<file path="src/rtl/lst_pkg.sv">
`timescale 1ns/1ps
package lst_pkg;
    // PRBS-7 register length and feedback taps (x^7 + x^6 + 1)
    localparam int unsigned PRBS_LEN = 7;
    localparam int unsigned TAP_HI   = 6;
    localparam int unsigned TAP_LO   = 5;

    typedef logic [PRBS_LEN-1:0] prbs_state_t;
endpackage

</file>
<file path="src/rtl/lst_prbs_step.sv">
`timescale 1ns/1ps
// Advances a PRBS-7 register by DATA_W bit times and returns the word produced.
module lst_prbs_step
    import lst_pkg::*;
#(
    parameter int unsigned DATA_W = 10
) (
    input  prbs_state_t       state_i,
    output logic [DATA_W-1:0] word_o,
    output prbs_state_t       next_o
);
    prbs_state_t walk;
    logic        fb;

    always_comb begin
        walk   = state_i;
        word_o = '0;
        fb     = 1'b0;
        for (int i = 0; i < DATA_W; i++) begin
            fb                 = walk[TAP_HI] ^ walk[TAP_LO];
            word_o[DATA_W-1-i] = fb;
            walk               = {walk[PRBS_LEN-2:0], fb};
        end
        next_o = walk;
    end
endmodule

</file>
<file path="src/rtl/lst_pattern_gen.sv">
`timescale 1ns/1ps
// Transmit side: registered mux between the parallel data and the PRBS word stream.
module lst_pattern_gen
    import lst_pkg::*;
#(
    parameter int unsigned DATA_W = 10,
    parameter prbs_state_t SEED   = 7'h7F
) (
    input  logic              clk_i,
    input  logic              rst_ni,
    input  logic              test_en_i,
    input  logic [DATA_W-1:0] data_i,
    output logic [DATA_W-1:0] data_o
);
    typedef struct packed {
        logic [DATA_W-1:0] tx;
        prbs_state_t       lfsr;
    } gen_regs_t;

    localparam gen_regs_t RST_VAL = '{tx: '0, lfsr: SEED};

    gen_regs_t         gen_d, gen_q;
    logic [DATA_W-1:0] step_word;
    prbs_state_t       step_next;

    lst_prbs_step #(.DATA_W(DATA_W)) u_step (
        .state_i (gen_q.lfsr),
        .word_o  (step_word),
        .next_o  (step_next)
    );

    always_comb begin
        gen_d = gen_q;
        if (test_en_i) begin
            gen_d.tx   = step_word;
            gen_d.lfsr = step_next;
        end else begin
            gen_d.tx   = data_i;
            gen_d.lfsr = SEED;
        end
    end

    always_ff @(posedge clk_i or negedge rst_ni) begin
        if (!rst_ni) gen_q <= RST_VAL;
        else         gen_q <= gen_d;
    end

    assign data_o = gen_q.tx;

    AST_LFSR_NONZERO: assert property (@(posedge clk_i) disable iff (!rst_ni)
        gen_q.lfsr != '0);
endmodule

</file>
<file path="src/rtl/lst_pattern_chk.sv">
`timescale 1ns/1ps
// Receive side: self-seeding predictor, lock counter, live and sticky error flags.
module lst_pattern_chk
    import lst_pkg::*;
#(
    parameter int unsigned DATA_W     = 10,
    parameter int unsigned LOCK_WORDS = 8
) (
    input  logic              clk_i,
    input  logic              rst_ni,
    input  logic              test_en_i,
    input  logic              latch_sel_i,
    input  logic [DATA_W-1:0] rx_i,
    output logic              pass_o
);
    localparam int unsigned CNT_W = $clog2(LOCK_WORDS + 1);
    localparam logic [CNT_W-1:0] CNT_LAST = CNT_W'(LOCK_WORDS - 1);

    typedef struct packed {
        logic             seeded;
        logic             locked;
        logic [CNT_W-1:0] cnt;
        prbs_state_t      exp;
        logic             live_err;
        logic             sticky;
    } chk_regs_t;

    localparam chk_regs_t RST_VAL = '{seeded: 1'b0, locked: 1'b0, cnt: '0,
                                      exp: '0, live_err: 1'b0, sticky: 1'b0};

    chk_regs_t         chk_d, chk_q;
    logic [DATA_W-1:0] exp_word;
    prbs_state_t       exp_next;
    logic              match;

    lst_prbs_step #(.DATA_W(DATA_W)) u_step (
        .state_i (chk_q.exp),
        .word_o  (exp_word),
        .next_o  (exp_next)
    );

    assign match = (rx_i == exp_word);

    always_comb begin
        chk_d = chk_q;
        if (!test_en_i) begin
            chk_d = RST_VAL;
        end else if (!chk_q.seeded) begin
            chk_d.seeded = 1'b1;
            chk_d.exp    = rx_i[PRBS_LEN-1:0];
            chk_d.cnt    = '0;
        end else if (!chk_q.locked) begin
            if (match) begin
                chk_d.exp = exp_next;
                if (chk_q.cnt == CNT_LAST) begin
                    chk_d.locked = 1'b1;
                    chk_d.cnt    = '0;
                end else begin
                    chk_d.cnt = chk_q.cnt + 1'b1;
                end
            end else begin
                chk_d.cnt = '0;
                chk_d.exp = rx_i[PRBS_LEN-1:0];
            end
        end else begin
            chk_d.exp      = exp_next;
            chk_d.live_err = !match;
            chk_d.sticky   = chk_q.sticky | !match;
        end
    end

    always_ff @(posedge clk_i or negedge rst_ni) begin
        if (!rst_ni) chk_q <= RST_VAL;
        else         chk_q <= chk_d;
    end

    assign pass_o = latch_sel_i ? !chk_q.sticky : !chk_q.live_err;

    AST_QUIET_UNLOCKED: assert property (@(posedge clk_i) disable iff (!rst_ni)
        !chk_q.locked |-> (!chk_q.live_err && !chk_q.sticky));
    AST_LOCK_AFTER_RUN: assert property (@(posedge clk_i) disable iff (!rst_ni)
        $rose(chk_q.locked) |-> ($past(chk_q.cnt) == CNT_LAST));
    AST_STICKY_HOLD: assert property (@(posedge clk_i) disable iff (!rst_ni)
        (chk_q.sticky && test_en_i) |=> chk_q.sticky);
    AST_EXIT_CLEAR: assert property (@(posedge clk_i) disable iff (!rst_ni)
        !test_en_i |=> (!chk_q.locked && !chk_q.sticky && !chk_q.seeded));
endmodule

</file>
<file path="src/rtl/link_selftest.sv">
`timescale 1ns/1ps
module link_selftest
    import lst_pkg::*;
#(
    parameter int unsigned DATA_W     = 10,
    parameter int unsigned LOCK_WORDS = 8,
    parameter prbs_state_t SEED       = 7'h7F
) (
    input  logic              clk,
    input  logic              rst_n,
    input  logic              test_en,
    input  logic              latch_sel,
    input  logic [DATA_W-1:0] tx_data_in,
    output logic [DATA_W-1:0] tx_data_out,
    input  logic [DATA_W-1:0] rx_data_in,
    input  logic              de_in,
    output logic              status_out
);
    logic chk_pass;

    lst_pattern_gen #(.DATA_W(DATA_W), .SEED(SEED)) u_gen (
        .clk_i     (clk),
        .rst_ni    (rst_n),
        .test_en_i (test_en),
        .data_i    (tx_data_in),
        .data_o    (tx_data_out)
    );

    lst_pattern_chk #(.DATA_W(DATA_W), .LOCK_WORDS(LOCK_WORDS)) u_chk (
        .clk_i       (clk),
        .rst_ni      (rst_n),
        .test_en_i   (test_en),
        .latch_sel_i (latch_sel),
        .rx_i        (rx_data_in),
        .pass_o      (chk_pass)
    );

    // Shared pin: data-enable in normal operation, pass/fail in test operation
    assign status_out = test_en ? chk_pass : de_in;

    AST_RESET_QUIET: assert property (@(posedge clk) disable iff (!rst_n)
        $rose(test_en) |-> status_out);
endmodule

</file>
<file path="config.mk">
export PLATFORM = sky130hd
export DESIGN_NAME = link_selftest
export DESIGN_NICKNAME = d
export VERILOG_FILES = /design/src/rtl/lst_pkg.sv /design/src/rtl/lst_prbs_step.sv /design/src/rtl/lst_pattern_gen.sv /design/src/rtl/lst_pattern_chk.sv /design/src/rtl/link_selftest.sv
export SDC_FILE = /design/constraint.sdc
export NUM_CORES = 1
export LEC_CHECK = 0
export BUFFER_PORTS_ARGS = -buffer_cell sky130_fd_sc_hd__clkbuf_2
export CORE_ASPECT_RATIO = 1.4
export CORE_UTILIZATION = 50
export DETAILED_ROUTE_END_ITERATION = 8
export GPL_TIMING_DRIVEN = 0
export PLACE_DENSITY_LB_ADDON = 0.15
export RECOVER_POWER = 25
export SETUP_SLACK_MARGIN = 0.2
export SKIP_CTS_REPAIR_TIMING = 1
export SLEW_MARGIN = 25
export SYNTH_ARGS = -nofsm -noshare
export SYNTH_HDL_FRONTEND = slang
export SYNTH_SLANG_ARGS = --single-unit
export TNS_END_PERCENT = 20
</file>
<file path="constraint.sdc">
create_clock -name clk -period 2.95 [get_ports clk]
set_clock_uncertainty 0.15 [all_clocks]
set_input_delay 0.1475 -clock clk [delete_from_list [all_inputs] [get_ports clk]]
set_output_delay 0.1475 -clock clk [all_outputs]
set_load 0.005 [all_outputs]
</file>
==> flow_metrics.env <==
export IMPL_status="complete, but fails checks"
export IMPL_failed_checks="negative hold slack, max-capacitance violations, max-slew violations"
export IMPL_synth_fp_nets=193
export IMPL_yosys_warnings=0
export IMPL_root_buffer="clkbuf_8"
export IMPL_syn_cell_area_mm2=0.00172
export IMPL_drtPass1Iterations=4
export IMPL_slowest_stage="a222oi_1"
export IMPL_clk_latency_ns=0.29
export IMPL_hold_path_class="in -> reg"
export IMPL_grt_max_degree=33
export IMPL_ys_seq_area_share_pct=47.0
export IMPL_drt_iter0_markers=42
export IMPL_initial_core_util_pct=53.7
export IMPL_worst_path_max_fanout=7
export IMPL_setup_ws_ns=0.412
export IMPL_switching_share_pct=29.1
export IMPL_place_area_mm2=0.00195
export IMPL_yosysUniqueCellTypes=41
export IMPL_gp_congestion=0.819
export IMPL_core_mm2=0.00321
export IMPL_p_leak_nw=0.988
export IMPL_num_rows=24
export IMPL_grt_pass1_vias=1398
export IMPL_r2r_start="u_chk.chk_q[7]"
export IMPL_crit_arrival_ns=2.57
export IMPL_slew_violations=33
export IMPL_rsz0062_at_grt="no"
export IMPL_crit_chain="dlygate4sd3_1, clkbuf_2, xor2_1, or3_1, a222oi_1, a21boi_1, o21a_1"
export IMPL_rr_worst_depth=5
export IMPL_synth_cells=167
export IMPL_reg2reg_to="u_chk.chk_q[0]"
export IMPL_ys_flop_type="dfrtp_1"
export IMPL_critical_path_class="in -> reg"
export IMPL_cp_end_kind="register"
export IMPL_pwr_share_clk_pct=24.0
export IMPL_combinationalPowerShare_pct=32.5
export IMPL_drt_total_wl_mm=3.68
export IMPL_io_pins=36
export IMPL_pre_cts_ws_ns=0.462
export IMPL_max_slew_margin_pct=-12.7
export IMPL_ys_seq_elements=32
export IMPL_async_reset_ff_share_pct=100
export IMPL_antenna_found_initial=0
export IMPL_io_buffers=35
export IMPL_cp_start_kind="input port"
export IMPL_drc=0
export IMPL_grt_first_pass_wirelength_mm=6.02
export IMPL_drive_above_1_share_pct=27.2
export IMPL_via_count=1401
export IMPL_die_area_mm2=0.00369
export IMPL_cts_buffers=5
export IMPL_cts_tree="yes"
export IMPL_max_stage_delay_ns=0.85
export IMPL_grt_ovfl_total=0
export IMPL_holdWs_ns=-0.0479
export IMPL_reg2reg_slack_ns=0.44
export IMPL_dp_hpwl_mm=2.56
export IMPL_h_tree_depth=2
export IMPL_min_period_ns=2.54
export IMPL_p_seq_share_pct=43.5
export IMPL_hold_path_end="u_chk.chk_q[5]"
export IMPL_whs_path_depth=3
export IMPL_die_w_um=51.6
export IMPL_die_y_um=71.5
export IMPL_routedWlPerCell_um=14.0
export IMPL_timing_final_crit_share_pct=86.0
export IMPL_finalHoldViolations=3
export IMPL_via_per_inst=5.33
export IMPL_clock_fmax_mhz=394
export IMPL_syn_to_final_growth_pct=26.2
export IMPL_worst_pin_slew_ns=1.69
export IMPL_p_sw_mw=0.427
export IMPL_tns_ns=0
export IMPL_clk_pin_slew_ns=0.07
export IMPL_fill_cells=273
export IMPL_clkSinkCount=32
export IMPL_max_cap_violations=1
export IMPL_p_int_mw=1.04
export IMPL_power_density_mw_per_mm2=676
export IMPL_fin_area_mm2=0.00218
export IMPL_hp_start="rx_data_in[3]"
export IMPL_antenna_left=0
export IMPL_clockBufferDepth=2
export IMPL_setup_viol=0
export IMPL_grt_usage_pct=22.4
export IMPL_cp_data_required_time_ns=2.98
export IMPL_fin_nets=249
export IMPL_synth_enable_flop_cells=0
export IMPL_crit_family="compound AO/OA/AOI/OAI gates"
export IMPL_n_antenna_cell=0
export IMPL_syn_avg_cell_area_um2=10.3
export IMPL_ir_worst_vdd_mv=0.637
export IMPL_path_buf_inv=2
## through the flow
step           total power [mW]  cells  hold slack, ns  utilization [%]
2_1_floorplan             0.978    167          -0.298                -
3_3_place_gp               1.11    241           0.104             60.6
3_5_place_dp               1.12    241           0.118             60.6
4_1_cts                    1.48    249          -0.192             63.6
5_1_grt                    1.56    263         0.00584             67.7
6_report                   1.47    263         -0.0479             67.7
## state kept, by name (all words and copies together), names as in the netlist
register      cells
u_chk.chk_q      15
u_gen.data_o     10
u_gen.gen_q       7
## final cells by class
cell class | count | area (um^2) | area share, %
clock buffers | 7 | 86.3 | 3.97
flip-flops and latches | 32 | 810 | 37.2
repair buffers | 49 | 309 | 14.2
inverters | 1 | 3.75 | 0.173
well taps | 39 | 48.8 | 2.24
plain buffers | 21 | 134 | 6.15
clock inverters | 1 | 7.51 | 0.345
multi-input cells | 113 | 777 | 35.7
## power groups by stage
stage	Combinational (mW)	Clock (mW)	Sequential, mW
final	0.477	0.353	0.640
after global routing	0.526	0.382	0.655
after CTS	0.478	0.362	0.642
after detailed placement	0.473	0	0.649
after global placement	0.463	0	0.645
after floorplan	0.343	0	0.635
## synth_stat cells, types with 2 or more instances
| cell | n | area share (%) |
|---|---|---|
| buf_6 | 2 | 1.3 |
| buf_2 | 2 | 0.58 |
| mux2i_1 | 6 | 3.5 |
| xnor2_1 | 17 | 8.6 |
| mux2_2 | 2 | 1.3 |
| nand3_1 | 4 | 1.2 |
| nand2_1 | 21 | 4.6 |
| buf_4 | 10 | 4.4 |
| a311oi_1 | 3 | 1.5 |
| o211ai_1 | 2 | 0.87 |
| nor2_1 | 9 | 2.0 |
| clkbuf_1 | 7 | 1.5 |
| dfrtp_1 | 25 | 36 |
| dfstp_2 | 7 | 11 |
| a21oi_1 | 4 | 1.2 |
| or3_1 | 3 | 1.1 |
| xor2_1 | 12 | 6.1 |
| o21a_1 | 7 | 3.0 |
| a211oi_1 | 2 | 0.87 |
## worst max-delay path by stage
stage	start	end	slack, ns	cells after the start
after floorplan	u_chk.chk_q[4]	u_chk.chk_q[0]	0.78	6
after global placement	u_chk.chk_q[8]	u_chk.chk_q[0]	0.50	6
after detailed placement	u_chk.chk_q[7]	u_chk.chk_q[0]	0.46	5
after CTS	u_chk.chk_q[7]	u_chk.chk_q[0]	0.46	5
after global routing	rx_data_in[2]	u_chk.chk_q[0]	0.25	7
final	rx_data_in[2]	u_chk.chk_q[0]	0.41	7
## cells by family after synthesis
family / Yosys count / share of synthesized area [%]
buffers and inverters: 22 / 7.98
flip-flops: 32 / 47.0
AO/OA/AOI/OAI: 28 / 11.8
XOR/XNOR: 29 / 14.7
AND/OR/NAND/NOR: 47 / 13.0
adder cells (fa/ha/maj): 1 / 0.726
multiplexers: 8 / 4.79
## placed cells by master, fill, tap and decap left out, drive strengths merged, types with 2 or more instances in the layout
cell	count
a211oi	2
or3	3
nand2	21
buf	8
nand3	4
xor2	12
xnor2	17
clkbuf	55
a21oi	4
a311oi	3
a21boi	2
dfstp	7
o21a	7
nor2	9
dfrtp	25
dlygate4sd3	14
mux2	2
mux2i	6
o21ai	2
o211ai	2
## layer usage
layer / track usage, % / wire length [um] / share of wire, %
met1: 24.4 / 1420 / 39
met2: 38.4 / 1970 / 54
met3: 5.52 / 158 / 4.3
met4: 12.9 / 128 / 3.5
met5: 0 / 0 / 0
## worst min-delay path, stage by stage
cell and delay (ns):
clkbuf_2 0.09, nand2_1 0.05, mux2i_1 0.05
(Power assumes the default switching activity.)
